<file path="config.mk">
export PLATFORM = sky130hd
export DESIGN_NAME = shm_doorbell_regs
export DESIGN_NICKNAME = d
export VERILOG_FILES = /design/src/rtl/shm_db_pkg.sv /design/src/rtl/shm_db_ctrl.sv /design/src/rtl/shm_db_datapath.sv /design/src/rtl/shm_doorbell_regs.sv
export SDC_FILE = /design/constraint.sdc
export NUM_CORES = 1
export LEC_CHECK = 0
export ABC_AREA = 0
export BUFFER_PORTS_ARGS = -buffer_cell sky130_fd_sc_hd__clkbuf_2
export CORE_MARGIN = 2
export CORE_UTILIZATION = 47
export DETAILED_ROUTE_END_ITERATION = 6
export PLACE_DENSITY = 0.92
export SLEW_MARGIN = 30
export SYNTH_ARGS = -nofsm -noshare
export SYNTH_HDL_FRONTEND = slang
export SYNTH_SLANG_ARGS = --single-unit
</file>
<file path="constraint.sdc">
create_clock -name clk -period 2.1 [get_ports clk]
set_clock_uncertainty 0.05 [all_clocks]
set_input_delay 0.315 -clock clk [delete_from_list [all_inputs] [get_ports clk]]
set_output_delay 0.315 -clock clk [all_outputs]
set_load 0.03 [all_outputs]
</file>
<file path="src/rtl/shm_db_pkg.sv">
package shm_db_pkg;
  localparam logic [9:0] OFF_MASK   = 10'h000;
  localparam logic [9:0] OFF_STATUS = 10'h004;
  localparam logic [9:0] OFF_POS    = 10'h008;
  localparam logic [9:0] OFF_BELL   = 10'h00C;

  typedef enum logic [1:0] {
    SEL_NONE,
    SEL_MASK,
    SEL_STATUS,
    SEL_POS
  } readSel_t;

  typedef struct packed {
    logic     maskWr;
    logic     statusSet;
    logic     statusClr;
    logic     bellFire;
    logic     msiFire;
    readSel_t readSel;
  } ctrlStrobes_t;
endpackage

</file>
<file path="src/rtl/shm_db_ctrl.sv">
module shm_db_ctrl
  import shm_db_pkg::*;
#(
  parameter int NUM_VEC = 4,
  parameter int ID_W    = 16
) (
  input  logic            msiMode,
  input  logic            wrEn,
  input  logic            rdEn,
  input  logic [9:0]      addr,
  input  logic [ID_W-1:0] bellVec,
  input  logic            evInValid,
  input  logic [ID_W-1:0] evInVec,
  output ctrlStrobes_t    strobes
);
  localparam logic [ID_W-1:0] VEC_LIMIT = ID_W'(NUM_VEC);

  logic hitMask, hitStatus, hitPos, hitBell;

  always_comb begin
    hitMask   = (addr == OFF_MASK);
    hitStatus = (addr == OFF_STATUS);
    hitPos    = (addr == OFF_POS);
    hitBell   = (addr == OFF_BELL);

    strobes.maskWr    = wrEn && hitMask;
    strobes.statusSet = evInValid && !msiMode;
    strobes.statusClr = rdEn && hitStatus;
    strobes.bellFire  = wrEn && hitBell && (!msiMode || (bellVec < VEC_LIMIT));
    strobes.msiFire   = evInValid && msiMode && (evInVec < VEC_LIMIT);

    if (!rdEn)          strobes.readSel = SEL_NONE;
    else if (hitMask)   strobes.readSel = SEL_MASK;
    else if (hitStatus) strobes.readSel = SEL_STATUS;
    else if (hitPos)    strobes.readSel = SEL_POS;
    else                strobes.readSel = SEL_NONE;
  end
endmodule

</file>
<file path="src/rtl/shm_db_datapath.sv">
module shm_db_datapath
  import shm_db_pkg::*;
#(
  parameter int NUM_VEC = 4,
  parameter int DATA_W  = 32,
  parameter int ID_W    = 16
) (
  input  logic               clk,
  input  logic               rstN,
  input  ctrlStrobes_t       strobes,
  input  logic               msiMode,
  input  logic               devReady,
  input  logic [ID_W-1:0]    localId,
  input  logic [DATA_W-1:0]  wrData,
  input  logic [ID_W-1:0]    evInVec,
  output logic [DATA_W-1:0]  rdData,
  output logic               evOutValid,
  output logic [ID_W-1:0]    evOutPeer,
  output logic [ID_W-1:0]    evOutVec,
  output logic               intrLevel,
  output logic [NUM_VEC-1:0] msiPulse
);
  localparam int VEC_IDX_W = (NUM_VEC > 1) ? $clog2(NUM_VEC) : 1;

  logic [DATA_W-1:0]  maskReg;
  logic [DATA_W-1:0]  statusReg;
  logic [NUM_VEC-1:0] msiNext;

  always_ff @(posedge clk) begin
    if (!rstN) begin
      maskReg    <= '0;
      statusReg  <= '0;
      evOutValid <= 1'b0;
      evOutPeer  <= '0;
      evOutVec   <= '0;
      msiPulse   <= '0;
    end else begin
      if (strobes.maskWr) maskReg <= wrData;
      if (strobes.statusSet)      statusReg <= DATA_W'(1);
      else if (strobes.statusClr) statusReg <= '0;
      evOutValid <= strobes.bellFire;
      if (strobes.bellFire) begin
        evOutPeer <= wrData[2*ID_W-1:ID_W];
        evOutVec  <= wrData[ID_W-1:0];
      end
      msiPulse <= msiNext;
    end
  end

  always_comb begin
    msiNext = '0;
    if (strobes.msiFire) msiNext[evInVec[VEC_IDX_W-1:0]] = 1'b1;
  end

  always_comb begin
    unique case (strobes.readSel)
      SEL_MASK:   rdData = maskReg;
      SEL_STATUS: rdData = statusReg;
      SEL_POS:    rdData = devReady ? DATA_W'(localId) : '1;
      default:    rdData = '0;
    endcase
  end

  assign intrLevel = !msiMode && maskReg[0] && statusReg[0];
endmodule

</file>
<file path="src/rtl/shm_doorbell_regs.sv">
module shm_doorbell_regs
  import shm_db_pkg::*;
#(
  parameter int NUM_VEC = 4,
  parameter int DATA_W  = 32,
  parameter int ID_W    = 16
) (
  input  logic               clk,
  input  logic               rstN,
  input  logic               msiMode,
  input  logic               devReady,
  input  logic [ID_W-1:0]    localId,
  input  logic               wrEn,
  input  logic               rdEn,
  input  logic [9:0]         addr,
  input  logic [DATA_W-1:0]  wrData,
  output logic [DATA_W-1:0]  rdData,
  input  logic               evInValid,
  input  logic [ID_W-1:0]    evInVec,
  output logic               evOutValid,
  output logic [ID_W-1:0]    evOutPeer,
  output logic [ID_W-1:0]    evOutVec,
  output logic               intrLevel,
  output logic [NUM_VEC-1:0] msiPulse
);
  ctrlStrobes_t strobes;

  shm_db_ctrl #(.NUM_VEC(NUM_VEC), .ID_W(ID_W)) u_ctrl (
    .msiMode  (msiMode),
    .wrEn     (wrEn),
    .rdEn     (rdEn),
    .addr     (addr),
    .bellVec  (wrData[ID_W-1:0]),
    .evInValid(evInValid),
    .evInVec  (evInVec),
    .strobes  (strobes)
  );

  shm_db_datapath #(.NUM_VEC(NUM_VEC), .DATA_W(DATA_W), .ID_W(ID_W)) u_dp (
    .clk       (clk),
    .rstN      (rstN),
    .strobes   (strobes),
    .msiMode   (msiMode),
    .devReady  (devReady),
    .localId   (localId),
    .wrData    (wrData),
    .evInVec   (evInVec),
    .rdData    (rdData),
    .evOutValid(evOutValid),
    .evOutPeer (evOutPeer),
    .evOutVec  (evOutVec),
    .intrLevel (intrLevel),
    .msiPulse  (msiPulse)
  );
endmodule

</file>
# == After elaboration in Yosys (flattened, before gate mapping) ==
# Cells that the tools add are included.
# totals
regBits,70
inputBits,81
# classes
magnitude_cmp,4
n_eq_ne,6
muxes,10
reduce_logical,15
# op_table
operator,n
$pmux 32 s3,1
$lt 16x3->1 const B,2
$mux 32,1
$eq 10x4->1 const B,2
$eq 10x3->1 const B,1
$logic_and 1x1->1,10
$logic_not 10->1,1
$mux 2,4
$eq 2x2->1 const B,2
$lt 2x3->1 const B,1
$mux 1,3
$demux 1 s2,1
$eq 2x1->1 const B,1
$ge 2x1->1 const B,1
$reduce_and 2->1,1
$reduce_bool 2->1,1
$logic_not 1->1,1
$logic_or 1x1->1,1

# == Longest topological paths before layout ==
# Gate-level depths: netlist (run 1).
# logic_depth
ltp_word,7
ltp_mapped,6

# == Hierarchy ==
# Synthesis (run 1) repeated with hierarchy kept, for this count alone.
# hier_totals
cells_unflattened,296
hier_area_um2,3156.8
# by_module_without_submodules
mod,instances,cells_per_inst,area_per_inst_um2,seq_area_each_um2
shm_db_datapath,1,272,3012.9,1401.3
shm_db_ctrl,1,24,143.9,0.0

# == Worst setup path after synthesis (run 1) ==
# Ideal clock, no wire load.
# synth_path
kind,input-to-output
from,in addr[9]
to,out rdData[10]
arrival_ps,1764
path_slack_ps,-29
path_stages,5
n_path_buf,1
cell_sequence,nor4_4 and4b_1 nand2_1 clkbuf_1 o2bb2ai_1
# synth_between
elab_chain_len,7
# synth_rtl
element,line_no,rtl
from (decl),shm_doorbell_regs.sv:15,"input logic [9:0] addr,"
$eq 10x4->1,shm_db_ctrl.sv:23,hitPos = (addr == OFF_POS);
$mux 2,shm_db_ctrl.sv:35,else if (hitPos) strobes.readSel = SEL_POS;
$mux 2,shm_db_ctrl.sv:34,else if (hitStatus) strobes.readSel = SEL_STATUS;
$mux 2 *,shm_db_ctrl.sv:33,else if (hitMask) strobes.readSel = SEL_MASK;
$mux 2 *,shm_db_ctrl.sv:32,if (!rdEn) strobes.readSel = SEL_NONE;
$eq 2x2->1 or $eq 2x1->1 (tied branches),shm_db_datapath.sv:56,unique case (strobes.readSel)
$pmux 32 s3 *,shm_db_datapath.sv:56,
to (decl),shm_doorbell_regs.sv:17,"output logic [DATA_W-1:0] rdData,"
# Every way passes the cells marked *; elsewhere a longest branch is shown, timed or not.

# == Final worst setup path (run 1) ==
# layout_path
from,in addr[9]
to,out rdData[14]
# Same word-level chain as after synthesis.

==> results_dict.tcl, run 1 <==
set metrics [dict create \
    viasPerCell 5.114 \
    cts.sinks 70 \
    grt_usage 0.2149 \
    synth_compound_area_frac 0.09091 \
    synth_warnings 0 \
    cp-end-kind "primary output" \
    fin_nets 575 \
    crit_required_ns 1.74 \
    seq_area_sq_um 1401 \
    cts_tree "built" \
    worstPathArrival_ns 1.71 \
    dr.pass1.iters 4 \
    routed_wirelength_microns 8206 \
    tightest_slew_ns 0.3698 \
    synth-seq-cells 70 \
    hpwl_microns 6302 \
    synthDistinctLibCells 28 \
    grt_pass1_vias 2786 \
    antenna_found_initial 0 \
    synth_seq_area_share 0.4314 \
    core.rowCount 30 \
    drt_iter0_drc 99 \
    finish.utilization 0.6498 \
    synth_simple_gate_area_share 0.2265 \
    synth_cells 343 \
    critPathMaxStageDelay_ns 0.35 \
    crit_fanout 14 \
    wire_per_inst_microns 14.17 \
    hold-worst-slack_ns 0.1246 \
    worst_path_max_delay_cell "nor4_4" \
    multi_input_comb_area_sq_um 1680 \
    clkTransAtPathRegs_ns 0.07 \
    p_total_mw 2.843 \
    crit_chain "clkbuf_2 -> nor4_4 -> and4b_1 -> nand2_1 -> buf_12 -> o2bb2ai_1 -> buf_2" \
    start_kind "primary input" \
    synthToLayoutAreaGrowth_pct 35.17 \
    clk_latency_ns 0.33 \
    grt_pass1_wl_microns 12810 \
    period_share 0.9892 \
    drcViolationCount 0 \
    setup_violations 0 \
    root_buffer "clkbuf_8" \
    maxSlewViolCount 0 \
    synth_top_family_by_area "simple AND/OR/NAND/NOR gates" \
    drive_gt1_frac 0.3768 \
    hold_path.class "in -> reg" \
    leakage_nw 1.989 \
    port-buffer-count 150 \
    syn-num-nets 424 \
    dpl_worst_slack_ns 0.02756 \
    clock.fmax_mhz 481.4 \
    vdd_ir_drop_max_mv 0.3500 \
    antennaDiodeCount 0 \
    finalSetupTns_ns 0 \
    period_needed_ns 2.077 \
    syn_avg_cell_area_sq_um 9.470 \
    muxShareOfSynthArea 0.1972 \
    dieHeight_microns 87.13 \
    pwr_density_cell_nw_per_um2 647.5 \
    vias 2961 \
    synthArstFlopShare 0 \
    synth_edf_count 0 \
    synth_xor_area_frac 0 \
    synth_fa_ha_area_frac 0 \
    criticalPathCategory "in -> out" \
    die_w_microns 87.13 \
    status "complete, no violations" \
    cts_made_buffers 9 \
    start_util 0.4807 \
    final.fill_count 544 \
    ant_nets 0 \
    grt-ovfl-total 0 \
    clockBufferDepth 2 \
    cts_htree_levels 3 \
    final-hold-violation-count 0 \
    gp_congestion 0.8037 \
    die_area_sq_um 7592 \
    cts_hold_buf 0 \
    num_io_pins 151 \
    rsz0062_at_grt "true" \
    core_area_sq_um 6756 \
    grt_max_degree 47 \
    setup_ws_ns 0.02272 \
    synth_ff_type "dfxtp_1" \
    slew_headroom 0.7512 \
    max-cap-violations 0 \
    synth_area_sq_um 3248 \
]
==> logic make-up after synthesis <==
| family | after synthesis |
|---|---|
| DFF | 70 |
| and+or+nand+nor | 144 |
| muxes | 64 |
| AOI/OAI and AO/OA | 36 |
| buffers and inverters | 29 |
==> metal layers <==
layer  track usage  vias to the layer above  part of all wire
met5             0                        -                 0
met4        0.1007                        0             0.028
met3       0.04550                       22             0.052
met2        0.3734                      100              0.50
met1        0.2521                     1366              0.42
li1              -                     1473                 -
==> cells in the mapped netlist (all sizes together), types with 3 or more instances <==
cell type  count  share of area
nand2         67          0.077
nor4           7          0.023
nor2b         36          0.069
mux2i         64           0.20
a21o          17          0.039
nor3           5         0.0077
clkbuf        13          0.015
dfxtp         70           0.43
buf           12          0.034
inv            4         0.0046
nand4          3         0.0058
nor2          18          0.021
o2bb2ai       15          0.040
==> final timing paths <==
| path | startpoint | endpoint | slack (ns) | cells past startpoint |
|---|---|---|---|---|
| worst max-delay path | addr[9] | rdData[14] | 0.02 | 7 |
| worst min-delay path | evInVec[0] | u_dp.msiPulse[0] | 0.12 | 2 |
| worst max register to register | u_dp.evOutPeer[12] | u_dp.evOutPeer[12] | 1.42 | 2 |
| worst min register to register | u_dp.evOutPeer[14] | u_dp.evOutPeer[14] | 0.41 | 2 |
==> per-stage QoR <==
stage / instance area [sq um] / cells
after CTS: 4378 / 579
after floorplan: 3248 / 343
after detailed placement: 4130 / 563
after global routing: 4390 / 579
after global placement: 4130 / 563
final: 4390 / 579
==> power by group <==
part	total, mW	leakage [nW]	internal [mW]	switching, mW
Clock	1.33	0.120	0.824	0.504
Sequential	1.33	0.564	1.33	0.00107
Combinational	0.186	1.31	0.0873	0.0988
Total	2.84	1.99	2.24	0.603
==> flip-flops by register name (all words and copies together) (netlist names) <==
signal and flops:
u_dp.maskReg 32, u_dp.msiPulse 4, u_dp.evOutVec 16, u_dp.statusReg 1
u_dp.evOutValid 1, u_dp.evOutPeer 16
==> layout by cell type (no fill, tap or decap), drive strengths merged <==
cell type / instances
nand4b: 1
o2bb2ai: 15
clkinv: 1
a21oi: 1
nand4: 3
nand3: 1
nor2: 18
and4b: 2
a211oi: 1
clkbuf: 148
nor4b: 1
nor2b: 36
a21o: 17
inv: 4
nand2: 67
mux2i: 64
nor4: 7
o21ai: 1
and3: 2
clkinvlp: 1
nor3: 5
o22ai: 1
and2: 1
bufinv: 3
buf: 28
dfxtp: 70
==> cell type report <==
class	count	area share
multi-input combinational	244	0.3827
sequential	70	0.3192
timing repair buffer	165	0.2154
clock buffer	11	0.03220
clock inverter	5	0.02422
tap	80	0.02280
inverter	4	0.003420
==> critical path: cells and delay by family <==
kind,cells,cell delay [ns]
and+or+nand+nor,3,0.75
buffers and inverters,3,0.50
AOI/OAI and AO/OA,1,0.16
==> timing repair <==
item,4_1_cts,5_1_grt
setup buffers,0,0
resized for setup,0,21
setup endpoints to repair,0,22
Note: power is estimated with default switching activity, not from simulation.
==> inputs of run 2 (changes only) <==
--- a/config.mk
+++ b/config.mk
@@ -5,9 +5,9 @@
 export SDC_FILE = /design/constraint.sdc
 export NUM_CORES = 1
 export LEC_CHECK = 0
-export ABC_AREA = 0
+export ABC_AREA = 1
 export BUFFER_PORTS_ARGS = -buffer_cell sky130_fd_sc_hd__clkbuf_2
-export CORE_MARGIN = 2
+export CORE_MARGIN = 3
 export CORE_UTILIZATION = 47
 export DETAILED_ROUTE_END_ITERATION = 6
 export PLACE_DENSITY = 0.92
==> constraint.sdc (replaced) <==
create_clock -name clk -period 2.1 [get_ports clk]
set_clock_uncertainty 0.05 [all_clocks]
set_input_delay 0.315 -clock clk [delete_from_list [all_inputs] [get_ports clk]]
set_output_delay 0.315 -clock clk [all_outputs]
set_load 0.005 [all_outputs]
==> run 2 against run 1 <==
Effect of this change: power fell by 4.3%; sequential power hardly changed; design area is 1.6% lower; hold slack lost 0.0029 ns; first-iteration DRC count grew 40%; critical path depth increased by 2; critical endpoint is now rdData[23]; final cell count grew 24%; global-route usage increased by 0.53 points; routed wire length grew 9.0%.
==> results_dict.tcl, run 2 <==
set metrics [dict create \
    vdd_ir_drop_max_mv 0.2903 \
    period_needed_ns 1.915 \
    largest_register_ffs 32 \
    p_sw_frac 0.2231 \
    yosysTopAreaCellShare 0.4136 \
    clock.fmax_mhz 522.2 \
    die_area_sq_um 8264 \
    start_kind "primary input" \
    period_share 0.9119 \
    synth_common_cells "101 x nand2_1, 70 x dfxtp_1, 65 x a21oi_1" \
    final-hold-violation-count 0 \
    synth_edf_count 0 \
    syn-num-nets 558 \
    port-buffer-count 150 \
    crit_fanout 17 \
    synth_ff_type "dfxtp_1" \
    ant_nets 0 \
    rsz0062_at_grt "false" \
    vias 3580 \
    synthDistinctLibCells 25 \
    cp-end-kind "primary output" \
    maxSlewViolCount 0 \
    cts_htree_levels 3 \
    crit_required_ns 1.74 \
    fin_nets 696 \
    crit_start "addr[1]" \
    yosysMostFrequentCell "nand2_1" \
    viasPerCell 5.000 \
    cts_resized 0 \
    crit-reg2reg-launch "u_dp.maskReg[25]" \
    hold_path.class "in -> reg" \
    cts_made_buffers 9 \
    criticalPathCategory "in -> out" \
    drcViolationCount 0 \
    synth_cells 477 \
    pwr-share-seq 0.489 \
    cts_tree "built" \
    routed_wirelength_microns 8942 \
    pwr-share-clk 0.436 \
    leakage_nw 2.366 \
    dieHeight_microns 90.91 \
    holdCritStartpoint "evInVec[1]" \
    slew_headroom 0.6503 \
    cts_hold_buf 0 \
    fin_area_sq_um 4320 \
    core_area_sq_um 6907 \
    grt_usage 0.2202 \
    num_io_pins 151 \
    grt_pass1_vias 3360 \
    intPower_mw 2.113 \
    switchingPower_uw 607.0 \
    dr.pass1.iters 4 \
    final_common_cell "clkbuf_2" \
    setup_violations 0 \
    synth_area_leaders "dfxtp_1 41%, nand2_1 11%, a21oi_1 9.6%, nor2_1 5.9%, nand3_1 5.0%" \
    max-cap-violations 0 \
    yosys.area.top_type "dfxtp_1" \
    root_buffer "clkbuf_8" \
    finalSetupTns_ns 0 \
    synth-seq-cells 70 \
    final_cell_mix "150 x clkbuf_2, 100 x nand2_1, 70 x dfxtp_1" \
    cts.sinks 70 \
    wire_per_inst_microns 12.49 \
    antenna_found_initial 0 \
    synthToLayoutAreaGrowth_pct 27.51 \
    pwr_density_cell_nw_per_um2 629.6 \
    synth_area_sq_um 3388 \
    grt_max_degree 46 \
    gp_congestion 0.8119 \
    clockBufferDepth 2 \
    core.rowCount 30 \
    synth_seq_area_share 0.4136 \
    grt_pass1_wl_microns 15040 \
    p_comb_frac 0.075 \
    drt_iter0_drc 139 \
    top_register "u_dp.maskReg" \
    reg_top3 "u_dp.maskReg x32, u_dp.evOutPeer x16, u_dp.evOutVec x16" \
    syn_avg_cell_area_sq_um 7.103 \
    die_w_microns 90.91 \
    clk_latency_ns 0.33 \
    hpwl_microns 6616 \
    synthArstFlopShare 0 \
    drive_gt1_frac 0.3226 \
    worstPathArrival_ns 1.55 \
    placed_area_sq_um 4105 \
    start_util 0.4906 \
    clkTransAtPathRegs_ns 0.07 \
    grt-ovfl-total 0 \
    synth_warnings 0 \
    antennaDiodeCount 0 \
    post_cts.repair.setup_buffers 0 \
    status "complete, no violations" \
    tightest_slew_ns 0.5239 \
]
run 2: cell types whose count changed in the layout (fill, tap and decap cells not counted), moves of 12 or more:
cell / delta
a21o_1: -17
a21oi_1: +64
buf_2: -13
clkbuf_2: +16
inv_1: +37
mux2i_1: -64
nand2_1: +33
nand2_2: +12
nand3_1: +34
nor2_1: +36
nor2b_1: -36
o21ai_0: +22
o21ai_1: +25
o2bb2ai_1: -15
run 2: worst paths after layout:
kind                            slack, ns  cells after the start           endpoint
worst max-delay path                 0.18                      9         rdData[23]
worst min-delay path                 0.12                      2   u_dp.msiPulse[0]
worst max register to register       1.37                      2   u_dp.maskReg[25]
worst min register to register       0.43                      2  u_dp.evOutPeer[8]
run 2: final cells by class:
class | count | area (sq um)
Multi-Input combinational cell | 333 | 1582
Clock buffer | 12 | 145.1
Inverter | 42 | 158.9
Sequential cell | 70 | 1401
Timing Repair Buffer | 159 | 843.3
Fill cell | 636 | 2586
Tap cell | 96 | 120.1
Clock inverter | 4 | 70.07
run 2: layer usage:
| metal | vias to the layer above | track usage | routed length [microns] |
|---|---|---|---|
| met2 | 146 | 0.3811 | 4417 |
| met1 | 1603 | 0.2654 | 3709 |
| met5 | - | 0 | 0 |
| met3 | 13 | 0.04833 | 674 |
| li1 | 1818 | - | - |
| met4 | 0 | 0.08543 | 140 |
run 2: logic make-up after synthesis:
kind of cell	after synthesis	synth area share
compound gates	114	0.1695
buf+inv	74	0.1204
flops	70	0.4136
simple gates	219	0.2965
run 2: through the flow:
step | util | std cells | total power, mW | hold slack, ns | worst slack (ns)
2_1_floorplan | - | 477 | 1.462 | 0.3374 | 0.5401
3_3_place_gp | 0.5944 | 700 | 1.558 | 0.4090 | 0.2285
3_5_place_dp | 0.5944 | 700 | 1.564 | 0.4164 | 0.1710
4_1_cts | 0.6255 | 716 | 2.742 | 0.1068 | 0.1608
5_1_grt | 0.6255 | 716 | 2.834 | 0.1157 | 0.04936
6_report | 0.6255 | 716 | 2.720 | 0.1216 | 0.1850
run 2: power groups by stage:
stage | Clock [mW] | Sequential (mW) | Combinational [mW]
floorplan | 0 | 1.36 | 0.101
global placement | 0 | 1.36 | 0.198
detailed placement | 0 | 1.36 | 0.203
CTS | 1.21 | 1.33 | 0.204
global route | 1.28 | 1.33 | 0.229
finish | 1.19 | 1.33 | 0.204
run 2: critical path: stages:
cell	delay, ns
clkbuf_2	0.09
nor2_2	0.10
nand2_2	0.09
nor2_8	0.19
nand2_4	0.10
nor2_8	0.22
nand2_4	0.18
nand2_1	0.12
clkbuf_2	0.12
==> inputs of run 3 (changes only) <==
--- a/config.mk
+++ b/config.mk
@@ -6,7 +6,8 @@
 export NUM_CORES = 1
 export LEC_CHECK = 0
 export ABC_AREA = 1
-export BUFFER_PORTS_ARGS = -buffer_cell sky130_fd_sc_hd__clkbuf_2
+export ABC_CLOCK_PERIOD_IN_PS = 2100
+export BUFFER_PORTS_ARGS = -buffer_cell sky130_fd_sc_hd__buf_2
 export CORE_MARGIN = 3
 export CORE_UTILIZATION = 47
 export DETAILED_ROUTE_END_ITERATION = 6
==> run 3 against run 2 <==
Effect of this change: sequential power about the same; worst setup slack worse by 0.017 ns; first-iteration DRC count is 1.4% lower; fmax fell by 0.88%; combinational power hardly changed; design area is 0.55% lower; critical path type unchanged.
==> results_dict.tcl, run 3 (same netlist as run 2, synthesis figures left out) <==
set metrics [dict create \
    fin_area_sq_um 4297 \
    clkTransAtPathRegs_ns 0.07 \
    clockBufferDepth 2 \
    hold_path.class "in -> reg" \
    grt_pass1_wl_microns 15160 \
    rsz0062_at_grt "false" \
    period_share 0.9200 \
    final-hold-violation-count 0 \
    core.rowCount 30 \
    dr.pass1.iters 5 \
    vias 3567 \
    max-cap-violations 0 \
    vdd_ir_drop_max_mv 0.3582 \
    status "complete, no violations" \
    antenna_found_initial 0 \
    antennaDiodeCount 0 \
    die_w_microns 90.91 \
    grt_usage 0.2195 \
    cp-end-kind "primary output" \
    grt_max_degree 39 \
    cts.sinks 70 \
    cts_htree_levels 3 \
    routed_wirelength_microns 9050 \
    port-buffer-count 150 \
    dieHeight_microns 90.91 \
    criticalPathCategory "in -> out" \
    tightest_slew_ns 0.5198 \
    grt-ovfl-total 0 \
    post_cts.repair.setup_buffers 0 \
    crit_chain "buf_2 -> nor2_1 -> nand2_2 -> nor2_8 -> nand2_4 -> nor2_8 -> nand2_4 -> nand2_1 -> buf_2" \
    slew_headroom 0.6531 \
    viasPerCell 4.989 \
    placed_area_sq_um 4098 \
    fin_cells 715 \
    clk_latency_ns 0.32 \
    start_util 0.4906 \
    pwr_density_cell_nw_per_um2 606.8 \
    final_common_cell "buf_2" \
    drt_iter0_drc 137 \
    ant_nets 0 \
    p_total_mw 2.607 \
    reg_top3 "u_dp.maskReg x32, u_dp.evOutPeer x16, u_dp.evOutVec x16" \
    grt_pass1_vias 3416 \
    cts_tree "built" \
    period_needed_ns 1.932 \
    start_kind "primary input" \
    synthToLayoutAreaGrowth_pct 26.81 \
    hpwl_microns 6563 \
    fin_nets 695 \
    dp_cells 699 \
    setup_violations 0 \
    drive_gt1_frac 0.3247 \
    cts_made_buffers 9 \
    root_buffer "clkbuf_8" \
    final_cell_mix "150 x buf_2, 100 x nand2_1, 70 x dfxtp_1" \
    cts_hold_buf 0 \
    num_io_pins 151 \
    clock.fmax_mhz 517.6 \
    crit_buf_inv 2 \
    hold-worst-slack_ns 0.1212 \
    cpLargestDelayFamily "simple AND/OR/NAND/NOR gates" \
    core_area_sq_um 6907 \
    gp_congestion 0.7744 \
    largest_register_ffs 32 \
    maxSlewViolCount 0 \
    top_register "u_dp.maskReg" \
    wire_per_inst_microns 12.66 \
    die_area_sq_um 8264 \
    critPathMaxStageDelay_ns 0.23 \
    crit_required_ns 1.74 \
    drcViolationCount 0 \
    crit_fanout 17 \
    worst_path_max_delay_cell "nor2_8" \
    cts_resized 0 \
    worstPathArrival_ns 1.57 \
    finalSetupTns_ns 0 \
    leakage_nw 2.400 \
]
## run 3: changes by cell type in the layout (fill, tap and decap cells not counted)
cell        previous run  this run
buf_4                  7         6
buf_2                  0       150
clkbuf_2             150         0
clkbuf_1               2         0
clkinvlp_4             0         1
clkinv_2               3         4
bufinv_16              2         1
clkinv_4               0         1
## run 3: path summary, 6_finish.rpt
path | startpoint | to | slack (ns) | cells past startpoint
worst min-delay path | evInVec[1] | u_dp.msiPulse[0] | 0.12 | 2
worst max register to register | u_dp.maskReg[3] | u_dp.maskReg[3] | 1.37 | 2
worst min register to register | u_dp.evOutVec[14] | u_dp.evOutVec[14] | 0.43 | 2
worst max-delay path | addr[5] | rdData[29] | 0.17 | 9
## run 3: per-layer routing
metal  share of wire  track usage  up-vias
met2            0.51       0.3885      163
li1                -            -     1809
met4           0.013      0.07663        0
met3           0.084      0.04417       14
met1            0.40       0.2632     1581
met5               0            0        -
## run 3: per-stage QoR
stage	worst slack, ns	util
after CTS	0.1494	0.6221
after global routing	0.05648	0.6221
after detailed placement	0.1711	0.5933
after floorplan	0.5401	-
final	0.1680	0.6221
after global placement	0.2145	0.5933
## run 3: where the power goes
part	switching [mW]	total (mW)	internal (mW)
clock network	0.499	1.08	0.577
registers	0.00129	1.33	1.33
logic	0.119	0.202	0.0830
total	0.619	2.61	1.99
## run 3: area by class of cell
class,instances,area (sq um)
multi-input combinational,333,1582
clock buffer,10,137.6
timing repair buffer,158,835.8
clock inverter,6,61.31
fill,678,2610
sequential,70,1401
tap,96,120.1
inverter,42,158.9
